File: src/rtl/adc_result_pkg.sv
// Package adc_result_pkg
// Shared types for the ADC result bank: the kind of register a read
// address selects.
package adc_result_pkg;

    typedef enum logic [1:0] {
        RK_NONE = 2'd0,
        RK_CHAN = 2'd1,
        RK_LAST = 2'd2,
        RK_STAT = 2'd3
    } rd_kind_e;

endpackage

File: src/rtl/adc_read_decode.sv
// Module adc_read_decode
// Splits a read address into the kind of register it selects. Produces
// the side-effect clear vectors that a read strobe implies.
// Assumes: addresses 0..NUM_CH-1 are channels, NUM_CH is the most
// recent result, NUM_CH+1 is status, and anything else is unmapped.
module adc_read_decode
    import adc_result_pkg::*;
#(
    parameter int NUM_CH = 8,
    parameter int CH_W   = 3,
    parameter int ADDR_W = 4
) (
    input  logic              rd_en,
    input  logic [ADDR_W-1:0] rd_addr,
    input  logic [CH_W-1:0]   last_ch,
    output rd_kind_e          kind,
    output logic [CH_W-1:0]   sel_ch,
    output logic [NUM_CH-1:0] eoc_clr,
    output logic              drdy_clr,
    output logic              ovr_clr
);

    localparam int LAST_ADDR = NUM_CH;
    localparam int STAT_ADDR = NUM_CH + 1;

    // Classify the address (independent of the strobe).
    always_comb begin
        sel_ch = rd_addr[CH_W-1:0];
        if (int'(rd_addr) < NUM_CH)           kind = RK_CHAN;
        else if (int'(rd_addr) == LAST_ADDR)  kind = RK_LAST;
        else if (int'(rd_addr) == STAT_ADDR)  kind = RK_STAT;
        else                                  kind = RK_NONE;
    end

    // Derive the clears caused by a strobed read.
    always_comb begin
        eoc_clr  = '0;
        drdy_clr = 1'b0;
        ovr_clr  = 1'b0;
        if (rd_en) begin
            unique case (kind)
                RK_CHAN: begin
                    eoc_clr[sel_ch] = 1'b1;
                    drdy_clr        = 1'b1;
                end
                RK_LAST: begin
                    if (int'(last_ch) < NUM_CH) eoc_clr[last_ch] = 1'b1;
                    drdy_clr = 1'b1;
                end
                RK_STAT: ovr_clr = 1'b1;
                default: ;
            endcase
        end
    end

endmodule

File: src/rtl/adc_sample_store.sv
// Module adc_sample_store
// Holds one result register per channel plus the most recent result and
// its channel. Samples are right-aligned; in low-resolution mode the
// upper bits are forced to zero.
// Assumes: conv_ch is below NUM_CH whenever conv_done is high; other
// values update only the most-recent register.
module adc_sample_store #(
    parameter int NUM_CH = 8,
    parameter int CH_W   = 3,
    parameter int DATA_W = 10,
    parameter int LOW_W  = 8
) (
    input  logic                           clk,
    input  logic                           rst_n,
    input  logic                           res8,
    input  logic                           conv_done,
    input  logic [CH_W-1:0]                conv_ch,
    input  logic [DATA_W-1:0]              conv_data,
    output logic [NUM_CH-1:0][DATA_W-1:0]  chan_data,
    output logic [DATA_W-1:0]              last_data,
    output logic [CH_W-1:0]                last_ch
);

    localparam int PAD_W = DATA_W - LOW_W;

    logic [DATA_W-1:0] sample;

    // Right-align the sample for the selected resolution.
    always_comb begin
        if (res8) sample = {{PAD_W{1'b0}}, conv_data[LOW_W-1:0]};
        else      sample = conv_data;
    end

    for (genvar g = 0; g < NUM_CH; g++) begin : g_chan
        // Capture the sample when this channel completes.
        always_ff @(posedge clk) begin
            if (!rst_n)
                chan_data[g] <= '0;
            else if (conv_done && (int'(conv_ch) == g))
                chan_data[g] <= sample;
        end
    end

    // Capture every completion into the most-recent register.
    always_ff @(posedge clk) begin
        if (!rst_n) begin
            last_data <= '0;
            last_ch   <= '0;
        end else if (conv_done) begin
            last_data <= sample;
            last_ch   <= conv_ch;
        end
    end

endmodule

File: src/rtl/adc_flag_tracker.sv
// Module adc_flag_tracker
// Keeps the per-channel new-data and overwrite flags and the global
// data-ready and overwrite flags. A set from a completion beats a clear
// from a read in the same cycle, and the overwrite checks use the flag
// values from before any clear.
module adc_flag_tracker #(
    parameter int NUM_CH = 8,
    parameter int CH_W   = 3
) (
    input  logic              clk,
    input  logic              rst_n,
    input  logic              conv_done,
    input  logic [CH_W-1:0]   conv_ch,
    input  logic [NUM_CH-1:0] eoc_clr,
    input  logic              drdy_clr,
    input  logic              ovr_clr,
    output logic [NUM_CH-1:0] eoc_q,
    output logic [NUM_CH-1:0] ovre_q,
    output logic              drdy_q,
    output logic              govre_q
);

    logic [NUM_CH-1:0] set_vec;

    // One-hot of the channel that completes this cycle.
    always_comb begin
        set_vec = '0;
        if (conv_done && (int'(conv_ch) < NUM_CH)) set_vec[conv_ch] = 1'b1;
    end

    // Update the flags: clear from reads, then OR in the sets.
    always_ff @(posedge clk) begin
        if (!rst_n) begin
            eoc_q   <= '0;
            ovre_q  <= '0;
            drdy_q  <= 1'b0;
            govre_q <= 1'b0;
        end else begin
            eoc_q   <= (eoc_q & ~eoc_clr) | set_vec;
            ovre_q  <= (ovre_q & {NUM_CH{~ovr_clr}}) | (set_vec & eoc_q);
            drdy_q  <= (drdy_q & ~drdy_clr) | conv_done;
            govre_q <= (govre_q & ~ovr_clr) | (conv_done & drdy_q);
        end
    end

endmodule

File: src/rtl/adc_irq_dma.sv
// Module adc_irq_dma
// Holds the interrupt mask and forms the interrupt output. Issues a
// one-cycle DMA request aligned with the rising edge of data-ready.
// Assumes: data-ready rises only through a completion while it is low.
module adc_irq_dma #(
    parameter int NUM_CH = 8
) (
    input  logic              clk,
    input  logic              rst_n,
    input  logic              mask_we,
    input  logic [NUM_CH:0]   mask_wdata,
    input  logic              dma_en,
    input  logic              conv_done,
    input  logic [NUM_CH-1:0] eoc_q,
    input  logic              drdy_q,
    output logic              irq,
    output logic              dma_req
);

    logic [NUM_CH:0] mask_q;

    // Load the interrupt mask.
    always_ff @(posedge clk) begin
        if (!rst_n)       mask_q <= '0;
        else if (mask_we) mask_q <= mask_wdata;
    end

    // Register the DMA pulse so it appears with the data-ready rise.
    always_ff @(posedge clk) begin
        if (!rst_n) dma_req <= 1'b0;
        else        dma_req <= dma_en & conv_done & ~drdy_q;
    end

    // Interrupt is any enabled flag that is set.
    always_comb irq = |(mask_q & {drdy_q, eoc_q});

endmodule

File: src/rtl/adc_result_bank.sv
// Module adc_result_bank (top)
// Result registers and status flags for a multi-channel ADC: storage,
// flag set/clear rules, read-side-effect clears, interrupt mask and DMA
// trigger.
// Assumes: one completion per cycle at most; rd_data is combinational
// and may be sampled with rd_en low to avoid side effects.
module adc_result_bank
    import adc_result_pkg::*;
#(
    parameter int NUM_CH = 8,
    parameter int DATA_W = 10,
    parameter int LOW_W  = 8,
    parameter int CH_W   = $clog2(NUM_CH),
    parameter int ADDR_W = $clog2(NUM_CH + 2),
    parameter int RD_W   = 2 * NUM_CH + 2
) (
    input  logic              clk,
    input  logic              rst_n,
    input  logic              res8,
    input  logic              conv_done,
    input  logic [CH_W-1:0]   conv_ch,
    input  logic [DATA_W-1:0] conv_data,
    input  logic              rd_en,
    input  logic [ADDR_W-1:0] rd_addr,
    output logic [RD_W-1:0]   rd_data,
    input  logic              mask_we,
    input  logic [NUM_CH:0]   mask_wdata,
    input  logic              dma_en,
    output logic              irq,
    output logic              dma_req
);

    logic [NUM_CH-1:0][DATA_W-1:0] chan_data;
    logic [DATA_W-1:0]             last_data;
    logic [CH_W-1:0]               last_ch;
    logic [NUM_CH-1:0]             eoc_q, ovre_q, eoc_clr;
    logic                          drdy_q, govre_q, drdy_clr, ovr_clr;
    rd_kind_e                      kind;
    logic [CH_W-1:0]               sel_ch;

    adc_read_decode #(.NUM_CH(NUM_CH), .CH_W(CH_W), .ADDR_W(ADDR_W)) u_dec (
        .rd_en    (rd_en),
        .rd_addr  (rd_addr),
        .last_ch  (last_ch),
        .kind     (kind),
        .sel_ch   (sel_ch),
        .eoc_clr  (eoc_clr),
        .drdy_clr (drdy_clr),
        .ovr_clr  (ovr_clr)
    );

    adc_sample_store #(.NUM_CH(NUM_CH), .CH_W(CH_W), .DATA_W(DATA_W), .LOW_W(LOW_W)) u_store (
        .clk       (clk),
        .rst_n     (rst_n),
        .res8      (res8),
        .conv_done (conv_done),
        .conv_ch   (conv_ch),
        .conv_data (conv_data),
        .chan_data (chan_data),
        .last_data (last_data),
        .last_ch   (last_ch)
    );

    adc_flag_tracker #(.NUM_CH(NUM_CH), .CH_W(CH_W)) u_flags (
        .clk       (clk),
        .rst_n     (rst_n),
        .conv_done (conv_done),
        .conv_ch   (conv_ch),
        .eoc_clr   (eoc_clr),
        .drdy_clr  (drdy_clr),
        .ovr_clr   (ovr_clr),
        .eoc_q     (eoc_q),
        .ovre_q    (ovre_q),
        .drdy_q    (drdy_q),
        .govre_q   (govre_q)
    );

    adc_irq_dma #(.NUM_CH(NUM_CH)) u_irq (
        .clk        (clk),
        .rst_n      (rst_n),
        .mask_we    (mask_we),
        .mask_wdata (mask_wdata),
        .dma_en     (dma_en),
        .conv_done  (conv_done),
        .eoc_q      (eoc_q),
        .drdy_q     (drdy_q),
        .irq        (irq),
        .dma_req    (dma_req)
    );

    // Select the read data for the addressed register.
    always_comb begin
        unique case (kind)
            RK_CHAN: rd_data = RD_W'(chan_data[sel_ch]);
            RK_LAST: rd_data = RD_W'({last_ch, last_data});
            RK_STAT: rd_data = RD_W'({govre_q, drdy_q, ovre_q, eoc_q});
            default: rd_data = '0;
        endcase
    end

endmodule

File: config.mk
export PLATFORM = sky130hd
export DESIGN_NAME = adc_result_bank
export DESIGN_NICKNAME = d
export VERILOG_FILES = /design/src/rtl/adc_result_pkg.sv /design/src/rtl/adc_read_decode.sv /design/src/rtl/adc_sample_store.sv /design/src/rtl/adc_flag_tracker.sv /design/src/rtl/adc_irq_dma.sv /design/src/rtl/adc_result_bank.sv
export SDC_FILE = /design/constraint.sdc
export NUM_CORES = 1
export LEC_CHECK = 0
export ABC_AREA = 1
export CAP_MARGIN = 20
export CORE_MARGIN = 2
export CORE_UTILIZATION = 63
export DETAILED_ROUTE_END_ITERATION = 6
export GPL_TIMING_DRIVEN = 0
export PLACE_DENSITY = 0.91
export SYNTH_ARGS = -nofsm -noshare
export SYNTH_HDL_FRONTEND = slang
export SYNTH_HIERARCHICAL = 1
export SYNTH_SLANG_ARGS = --single-unit
File: constraint.sdc
create_clock -name clk -period 3.5 [get_ports clk]
set_input_delay 0.7 -clock clk [delete_from_list [all_inputs] [get_ports clk]]
set_output_delay 0.7 -clock clk [all_outputs]
set_load 0.02 [all_outputs]
======== Word level (Yosys, flattened, before mapping) ========
Cells that the tools add are included.
storage, ports and cells
  output and inout port bits .............. 20
  flip-flop bits (word level) ............. 121
  word-level logic and storage cells ...... 86
  bits of input ports ..................... 33
operators by class
  bitwise logic cells ..................... 17
  reduce and logical (&&, ||, !) cells .... 14
  order comparisons ....................... 7
  equality and inequality tests ........... 12
  multiplexer cells ....................... 20
operators by type and width
  operator              number
  $pmux W18 S3          1
  $bmux W10 S3          1
  $and A8 B8 Y8         3
  $mux W10              2
  $mux W8               2
  $or A8 B8 Y8          2
  $pmux W8 S2           1
  $eq A3 B3 Y1 const B  4
  $lt A3 B4 Y1 const B  3
  $logic_and A1 B1 Y1   11
  $and A9 B9 Y9         1
  $demux W1 S3          3
  $ge A3 B1 Y1 const B  3
  $reduce_or A9 Y1      1
  $eq A4 B4 Y1 const B  2
  $not A8 Y8            1
  $mux W1               7
  $eq A3 B2 Y1 const B  2
  $mux W2               3
  $and A1 B1 Y1         5
  $eq A2 B2 Y1 const B  2
  $lt A4 B4 Y1 const B  1
  $eq A3 B1 Y1 const B  1
  $logic_not A3 Y1      1
  4 further kinds       7

======== Depth between registers and ports, before layout ========
Gate-level depths: netlist of run 1.
  depth in word-level cells ............... 11
  depth in mapped cells ................... 12
  gate-level depth less buffers ........... 12

======== Hierarchy ========
The synthesis of run 1 kept the hierarchy.
modules (own cells, without submodules)
  module            instances  sequential area each (um2)  cells each  area each (um2)
  adc_sample_store  1          1861.8                      502         3659.8
  adc_result_bank   1          0.0                         314         1360.1
  adc_flag_tracker  1          360.3                       94          685.7
  adc_irq_dma       1          200.2                       57          405.4
  adc_read_decode   1          0.0                         63          325.3

======== Least setup slack after synthesis of run 1 ========
OpenSTA, ideal clock, no wires.
  kind .................................... input to output
  start point ............................. input rd_addr[1]
  end point ............................... output rd_data[13]
  data arrival time ....................... 1.805 ns
  path slack .............................. 0.995 ns
  stages on the path ...................... 7
  data required time ...................... 2.800 ns
  path buffers ............................ 2
  path through ............................ nor2_1 -> nand2_1 -> inv_1 -> buf_4 -> buf_2 -> nand2_1 -> nor2_1
on the way
  word-level cells in the longest chain between the ends .. 6
  elaborated cells between the ends (all ways) .. 10
  those cells by class .................... order compare: 1; eq/ne: 5; mux: 4
ends and longest elaborated chain
  item                                                 RTL line               source
  start, declared                                      adc_result_bank.sv:24  input logic [ADDR_W-1:0] rd_addr,
  $eq A4 B4 Y1                                         adc_read_decode.sv:31  else if (int'(rd_addr) == STAT_ADDR) kind = RK_STAT;
  $mux W2                                              adc_read_decode.sv:31
  $mux W2                                              adc_read_decode.sv:30  else if (int'(rd_addr) == LAST_ADDR) kind = RK_LAST;
  $mux W2 (*)                                          adc_read_decode.sv:29  if (int'(rd_addr) < NUM_CH) kind = RK_CHAN;
  via kind[1]                                          adc_result_bank.sv:38  rd_kind_e kind;
  $eq A2 B2 Y1 / $eq A2 B1 Y1 (equally long branches)  adc_result_bank.sv:93  unique case (kind)
  $pmux W18 S3 (*)                                     adc_result_bank.sv:93
  end, declared                                        adc_result_bank.sv:25  output logic [RD_W-1:0] rd_data,
The timed path passes the listed nets; every way through them passes the cells marked *.

======== Worst setup path after layout of run 1 ========
  start point ............................. input rd_addr[2]
  end point ............................... output rd_data[6]
The elaborated chain is that of the path after synthesis.

==> run summary, run 1 <==
## Status
• status: finished with violations
• violations in the final reports: DRC

## Place
• Routability Congestion: 1.05
• sum of net half-perimeters after detailed placement: 13100 µm
• pre-CTS setup slack: -304 ps
• Buffers on Ports: 51

## Timing
• Final Hold Viols: 0
• fraction of the cycle the final worst path needs: 97.3%
• headroom to the max-slew limit: 60.8%
• Slew Viols, Final: 0
• minimum clock period after layout: 3410 ps
• Worst Max-Slew Pin Slew: 586 ps
• FMAX: 294 MHz
• final setup margin: 93.4 ps
• Fin Hold WS: 465 ps
• # setup viols final: 0
• worst clock skew on the final layout: 1.90 ps

## Worst setup path
• Crit Path Class: in2out
• Crit path arrival time: 2710 ps
• Required @ worst endpoint: 2800 ps
• Worst Setup End Kind: output pin
• CP Launch Type: input pin
• top fanout value on the critical path: 10

## Clock network
• master cell of the clock root buffer: sky130_fd_sc_hd__clkbuf_8
• number of buffers between clock root and the deepest sink: 2
• clock tree from TritonCTS: built
• clock latency of the later-clocked register in the worst-skew pair: 530 ps
• clock buffer count from CTS: 17
• maximum level of the CTS H-tree: 4
• clk sinks: 121
• Clock transition at path regs: 60 ps

## Synthesis
• top cells by area, synth: sky130_fd_sc_hd__dfxtp_1 (38%), sky130_fd_sc_hd__nand2_1 (17%), sky130_fd_sc_hd__nand3_1 (13%)
• top post-synthesis cells by count: sky130_fd_sc_hd__nand2_1 (283), sky130_fd_sc_hd__nor2_1 (201), sky130_fd_sc_hd__nand3_1 (165)
• combined area of all synthesized cells: 0.00644 mm²
• Warnings, synthesis: 6
• cells after synthesis: 1030
• area share of the largest cell type after synthesis: 37.6%
• Synth Area per Inst: 6.25 µm²
• Mapped Nets: 1066
• Post-synth EDFFs: 0
• top flip-flop cell by instance count after synthesis: sky130_fd_sc_hd__dfxtp_1
• most repeated cell in the gate-level netlist after synthesis: sky130_fd_sc_hd__nand2_1
• Cell variety after synth: 26
• share of flip-flops with an asynchronous set or reset after synthesis: 0%
• cell type with the highest aggregate area in the netlist: sky130_fd_sc_hd__dfxtp_1
• sequential element share of the synthesized area: 37.6%
• Seq cells post-synth: 121

## Global routing
• antenna violations before repair: 0
• Total GRT Usage: 36.2%
• first-pass GRT wire length: 30800 µm
• number of global-route vias before repair: 6336
• maximum number of pins on one net before global-route repair: 17
• grt ovf: 0

## Floorplan
• Site Rows: 36
• floorplan die area: 0.0110 mm²
• I/O pins: 53
• die width: 105 µm
• die outline height: 105 µm
• initial core utilization: 65.2%
• Placeable Area: 0.00986 mm²

## Power and ir drop
• power density of the placed cells: 481 mW/mm²
• maximum vdd drop: 0.000438 V
• LEAKAGE: 3.50 nW

## Route
• Total Wirelength: 19400 µm
• number of iterations in the first detailed-routing pass: 7
• post-detailed-route via-to-cell ratio: 5.43
• initial detailed-routing violation count: 575
• wire length per cell: 15.5 µm
• DRC viols: 3
• routed vias: 6761
• number of routed nets with antenna violations: 0

## Worst hold path
• Min-Delay Path Class: reg2reg

## Layout
• Area Growth Syn to Fin: 19.9%
• net count of the finished layout: 1137
• fraction of layout instances using a drive strength above 1: 9.25%
• fill cell instance count of the final layout: 737
• number of antenna diodes: 0

## Run
• number of max-cap violations: 0

state kept, by name, summed over array words and instances, names as in the netlist:
signal / flops
u_irq/mask_q: 9
u_flags/govre_q: 1
u_store/chan_data: 80
u_flags/drdy_q: 1
u_store/last_data: 10
u_flags/ovre_q: 8
u_store/last_ch: 3
u_irq/dma_req: 1
u_flags/eoc_q: 8
per-stage QoR:
step / total power (W) / setup TNS (ps) / instances / area [µm²] / utilization, %
after floorplan: 0.00180 / 0 / 1030 / 6440 / -
after global placement: 0.00196 / -3720 / 1214 / 7110 / 72.1
after detailed placement: 0.00197 / -4150 / 1214 / 7110 / 72.1
after CTS: 0.00370 / 0 / 1245 / 7690 / 78.0
after global routing: 0.00383 / -96.4 / 1246 / 7710 / 78.2
final: 0.00371 / 0 / 1246 / 7710 / 78.2
layout by cell type, fill, tap and decap left out, types with 4 or more instances in the layout:
cell | netlist | layout
sky130_fd_sc_hd__clkbuf_16 | 0 | 16
sky130_fd_sc_hd__buf_6 | 11 | 11
sky130_fd_sc_hd__buf_1 | 4 | 4
sky130_fd_sc_hd__a21oi_1 | 30 | 30
sky130_fd_sc_hd__clkinv_1 | 12 | 12
sky130_fd_sc_hd__nand3_1 | 165 | 165
sky130_fd_sc_hd__nor2_2 | 4 | 4
sky130_fd_sc_hd__nor2_1 | 201 | 200
sky130_fd_sc_hd__inv_1 | 110 | 110
sky130_fd_sc_hd__dlygate4sd2_1 | 0 | 13
sky130_fd_sc_hd__a21oi_2 | 8 | 8
sky130_fd_sc_hd__buf_2 | 19 | 17
sky130_fd_sc_hd__clkdlybuf4s15_1 | 0 | 5
sky130_fd_sc_hd__o21ai_0 | 23 | 23
sky130_fd_sc_hd__clkbuf_1 | 7 | 8
sky130_fd_sc_hd__clkinv_2 | 0 | 6
sky130_fd_sc_hd__clkbuf_8 | 0 | 5
sky130_fd_sc_hd__inv_2 | 4 | 4
sky130_fd_sc_hd__nor2_4 | 6 | 7
sky130_fd_sc_hd__dfxtp_1 | 121 | 121
sky130_fd_sc_hd__nand2_1 | 283 | 281
sky130_fd_sc_hd__clkdlybuf4s50_1 | 0 | 33
sky130_fd_sc_hd__buf_4 | 10 | 11
kinds of logic after synthesis:
logic type,count (synthesis),synth area share [%]
DFF,121,37.6
buffers and inverters,179,12.9
adders and majority gates,3,0.583
AOI/OAI and AO/OA,61,5.21
and+or+nand+nor,666,43.6
routing by layer:
metal	track usage (%)	up-vias	routed length, µm
met5	0	-	0
met4	20.1	0	983
met3	10.2	92	1740
met2	59.8	379	9090
met1	42.0	2979	7540
li1	-	3311	-
critical path, stage by stage:
cell and delay [ps]:
sky130_fd_sc_hd__clkdlybuf4s50_1 500, sky130_fd_sc_hd__nor2_2 210, sky130_fd_sc_hd__nand2_1 100, sky130_fd_sc_hd__inv_1 140
sky130_fd_sc_hd__buf_4 210, sky130_fd_sc_hd__clkbuf_4 220, sky130_fd_sc_hd__nand3_1 100, sky130_fd_sc_hd__nand2_1 90
sky130_fd_sc_hd__inv_1 50, sky130_fd_sc_hd__nand2_1 80, sky130_fd_sc_hd__clkdlybuf4s15_1 320
repair_timing:
| action | 4_1_cts | 5_1_grt |
|---|---|---|
| pin swaps | 0 | 1 |
| hold buffers | 0 | 0 |
| buffers inserted | 0 | 1 |
| gates resized for setup | 21 | 8 |
| setup endpoints to repair | 18 | 15 |
layout make-up:
class                      count  area, µm²  share of cell area, %
clock buffer                  22        473                   6.13
sequential                   121       2420                   31.4
timing repair buffer          52        502                   6.50
inverter                     127        482                   6.24
buffer                        52        355                   4.61
multi-input combinational    730       3190                   41.4
clock inverter                 9        120                   1.56
tap                          133        166                   2.16
power by group:
part	leakage, nW	internal, W	total (W)	switching (W)
Sequential	0.987	0.00143	0.00147	0.0000355
Combinational	2.21	0.000171	0.000488	0.000317
Clock	0.300	0.00115	0.00175	0.000603
Total	3.50	0.00275	0.00371	0.000956
path summary, 6_finish.rpt:
path / depth (start not counted) / startpoint / end / slack (ps)
worst max-delay path: 11 / rd_addr[2] / rd_data[6] / 90
worst min-delay path: 2 / u_flags/ovre_q[5] / u_flags/ovre_q[5] / 470
worst min register to register: 2 / u_flags/ovre_q[5] / u_flags/ovre_q[5] / 470
worst max register to register: 7 / u_store/last_ch[2] / u_flags/eoc_q[7] / 2300
No activity file was read; power rests on OpenSTA's default activity.
==> inputs of run 2 (changes only) <==
--- a/config.mk
+++ b/config.mk
@@ -8,10 +8,10 @@
 export ABC_AREA = 1
 export CAP_MARGIN = 20
 export CORE_MARGIN = 2
-export CORE_UTILIZATION = 63
+export CORE_UTILIZATION = 58
 export DETAILED_ROUTE_END_ITERATION = 6
 export GPL_TIMING_DRIVEN = 0
-export PLACE_DENSITY = 0.91
+export PLACE_DENSITY = 0.85
 export SYNTH_ARGS = -nofsm -noshare
 export SYNTH_HDL_FRONTEND = slang
 export SYNTH_HIERARCHICAL = 1
==> constraint.sdc (replaced) <==
create_clock -name clk -period 3.3 [get_ports clk]
set_input_delay 0.66 -clock clk [delete_from_list [all_inputs] [get_ports clk]]
set_output_delay 0.66 -clock clk [all_outputs]
set_load 0.02 [all_outputs]
==> run summary, run 2 (synthesized netlist as in run 1, its figures left out) <==
## Status
• status: finished, final reports clean, was finished with violations

## Route
• post-detailed-route via-to-cell ratio: 5.32, was 5.43
• DRC viols: 0, was 3
• initial detailed-routing violation count: 611, was 575
• number of iterations in the first detailed-routing pass: 6, was 7
• routed vias: 6682, was 6761
• Total Wirelength: 19200 µm, was 19400 µm
• wire length per cell: 15.3 µm, was 15.5 µm
• number of routed nets with antenna violations: 0, unchanged

## Power and ir drop
• sw frac: 24.8%, was 25.8%
• power dissipated by switching net loads: 0.00101 W, was 0.000956 W
• Internal Power: 0.00308 W, was 0.00275 W
• maximum vdd drop: 0.000454 V, was 0.000438 V
• final total power: 0.00410 W, was 0.00371 W
• power density of the placed cells: 525 mW/mm², was 481 mW/mm²
• combinational fraction of design power: 12.6%, was 13.2%
• clock power share: 49.3%, was 47.2%
• LEAKAGE: 3.57 nW, was 3.50 nW
• sequential share of power: 38.0%, was 39.6%

## Floorplan
• die outline height: 109 µm, was 105 µm
• Placeable Area: 0.0108 mm², was 0.00986 mm²
• die width: 109 µm, was 105 µm
• floorplan die area: 0.0120 mm², was 0.0110 mm²
• I/O pins: 53, unchanged
• initial core utilization: 59.4%, was 65.2%
• Site Rows: 38, was 36

## Timing
• fraction of the cycle the final worst path needs: 98.2%
• setup total negative slack: 0 ps, unchanged
• RSZ-0062 raised after global routing: no
• headroom to the max-slew limit: 63.8%, was 60.8%
• # setup viols final: 0, unchanged
• FMAX: 309 MHz
• Final Hold Viols: 0, unchanged
• worst clock skew on the final layout: 5.88 ps, was 1.90 ps
• minimum clock period after layout: 3240 ps
• Slew Viols, Final: 0, unchanged
• Worst Max-Slew Pin Slew: 544 ps, was 586 ps

## Place
• Buffers on Ports: 51, unchanged
• Routability Congestion: 0.926, was 1.05
• sum of net half-perimeters after detailed placement: 12900 µm, was 13100 µm

## Layout
• number of antenna diodes: 0, unchanged
• top register by number of flip-flops: u_store/chan_data, unchanged
• most common cell after layout, fill and taps aside: sky130_fd_sc_hd__nand2_1, unchanged
• net count of the finished layout: 1140, was 1137
• Area Growth Syn to Fin: 21.3%, was 19.9%
• fraction of layout instances using a drive strength above 1: 9.32%, was 9.25%
• most frequent cells in the layout: sky130_fd_sc_hd__nand2_1 (282), sky130_fd_sc_hd__nor2_1 (200), sky130_fd_sc_hd__nand3_1 (165), was sky130_fd_sc_hd__nand2_1 (281), sky130_fd_sc_hd__nor2_1 (200), sky130_fd_sc_hd__nand3_1 (165)
• fill cell instance count of the final layout: 950, was 737
• max FFs per register: 80, unchanged
• Top Registers: u_store/chan_data x80, u_store/last_data x10, u_irq/mask_q x9, unchanged

## Global routing
• Total GRT Usage: 32.9%, was 36.2%
• first-pass GRT wire length: 29300 µm, was 30800 µm
• peak-usage layer in the global routing report: met2, unchanged
• antenna violations before repair: 0, unchanged
• met2 demand-to-capacity share in global routing: 54.1%, was 59.8%
• number of global-route vias before repair: 5981, was 6336
• fraction of met3 tracks used by global routing: 6.28%, was 10.2%
• global-route track usage on met1: 38.6%, was 42.0%
• grt ovf: 0, unchanged
• maximum number of pins on one net before global-route repair: 17, unchanged

## Worst setup path
• startpoint of the worst setup timing path: rd_addr[0], was rd_addr[2]
• Worst Setup End Kind: output pin, unchanged
• Crit Path Class: in2out, unchanged
• standard cell with the maximum stage delay on the critical path: sky130_fd_sc_hd__clkdlybuf4s50_1, unchanged
• Crit path arrival time: 2580 ps, was 2710 ps
• Crit path largest cell delay: 550 ps, was 500 ps
• worst path buffer plus inverter count: 5, was 6
• series of cell instances along the critical path: clkdlybuf4s50_1 -> buf_4 -> buf_6 -> buf_4 -> nand2_1 -> nand2_1 -> nand2_1 -> nand3_1 -> nand3_1 -> nand2_1 -> dlygate4sd2_1, was clkdlybuf4s50_1 -> nor2_2 -> nand2_1 -> inv_1 -> buf_4 -> clkbuf_4 -> nand3_1 -> nand2_1 -> inv_1 -> nand2_1 -> clkdlybuf4s15_1
• CP Launch Type: input pin, unchanged
• most repeated library cell on the critical path: sky130_fd_sc_hd__nand2_1, unchanged
• kind of cell with the highest combined delay on the critical path: buffers and inverters, unchanged
• Required @ worst endpoint: 2640 ps, was 2800 ps
• Crit Reg-Reg Startpoint: u_store/last_ch[0], was u_store/last_ch[2]
• top fanout value on the critical path: 10, unchanged

## Clock network
• Clock transition at path regs: 60 ps, about the same
• clk sinks: 121, unchanged
• maximum level of the CTS H-tree: 4, unchanged
• clock latency of the later-clocked register in the worst-skew pair: 530 ps, about the same
• number of buffers between clock root and the deepest sink: 2, unchanged
• clock buffer count from CTS: 17, unchanged
• clock tree from TritonCTS: built, unchanged
• # hold bufs at CTS: 0, unchanged
• master cell of the clock root buffer: sky130_fd_sc_hd__clkbuf_8, unchanged

## Worst hold path
• start point of the worst min-delay path: mask_we, was u_flags/ovre_q[5]
• Min-Delay Path Class: in2reg, was reg2reg

## Run
• number of max-cap violations: 0, unchanged

## run 2: changes by cell type in the layout (fill, tap and decap cells not counted)
cell	change
sky130_fd_sc_hd__clkdlybuf4s15_1	-3
sky130_fd_sc_hd__dlymetal6s2s_1	+4
sky130_fd_sc_hd__clkinv_2	-5
sky130_fd_sc_hd__nand2_1	+1
sky130_fd_sc_hd__clkbuf_4	-1
sky130_fd_sc_hd__clkbuf_2	+1
sky130_fd_sc_hd__clkbuf_1	+2
sky130_fd_sc_hd__bufinv_16	+2
sky130_fd_sc_hd__nand2_2	-2
sky130_fd_sc_hd__nand2_4	+1
sky130_fd_sc_hd__clkdlybuf4s50_1	-2
sky130_fd_sc_hd__buf_2	-1
sky130_fd_sc_hd__buf_4	+5
sky130_fd_sc_hd__clkinvlp_4	+1
## run 2: area by class of cell
type	count	area, µm²	area share, %
buffer	52	358	4.58
clock buffer	24	480	6.15
clock inverter	7	163	2.08
inverter	127	482	6.17
multi-input combinational	730	3200	41.0
sequential	121	2420	31.0
tap	140	175	2.24
timing repair buffer	55	529	6.78
## run 2: metal layers
| metal | share of wire, % | up-vias | routed length (µm) |
|---|---|---|---|
| li1 | - | 3312 | - |
| met3 | 8.3 | 99 | 1590 |
| met4 | 6.9 | 0 | 1320 |
| met5 | 0 | - | 0 |
| met2 | 46 | 344 | 8840 |
| met1 | 39 | 2927 | 7430 |
## run 2: what timing repair did
action | 4_1_cts | 5_1_grt
setup buffers | 0 | 4
setup endpoints to repair | 18 | 16
gates resized for setup | 21 | 10
pin swaps | 0 | 2
## run 2: through the flow
stage,setup slack (ps),area [µm²],instances,utilization [%],hold slack [ps]
final,60.2,7810,1256,72.0,424
after global routing,0.119,7810,1256,72.0,444
after CTS,-189,7760,1252,71.6,406
after floorplan,875,6440,1030,-,441
after detailed placement,-467,7120,1221,65.7,457
after global placement,-459,7120,1221,65.7,454
## run 2: power by group through the flow
stage	Sequential, W	Combinational [W]	Clock, W
after floorplan	0.00158	0.000330	0
after global placement	0.00159	0.000494	0
after detailed placement	0.00159	0.000501	0
after CTS	0.00156	0.000502	0.00202
after global routing	0.00156	0.000566	0.00209
final	0.00156	0.000518	0.00202
## run 2: path summary, 6_finish.rpt
check | end | slack (ps) | cells past startpoint
setup / recovery | rd_data[5] | 60 | 11
hold / removal | u_irq/mask_q[8] | 420 | 3
setup reg to reg | u_flags/eoc_q[6] | 2100 | 6
hold reg to reg | u_flags/ovre_q[1] | 470 | 2
## run 2: worst register-to-register path, stage by stage, from the launching register on
cell                      delay [ps]
sky130_fd_sc_hd__dfxtp_1         360
sky130_fd_sc_hd__nor2_1          280
sky130_fd_sc_hd__nand2_1         120
sky130_fd_sc_hd__a21oi_2         130
sky130_fd_sc_hd__inv_1            80
sky130_fd_sc_hd__nand2_1          70
sky130_fd_sc_hd__a21oi_1          60
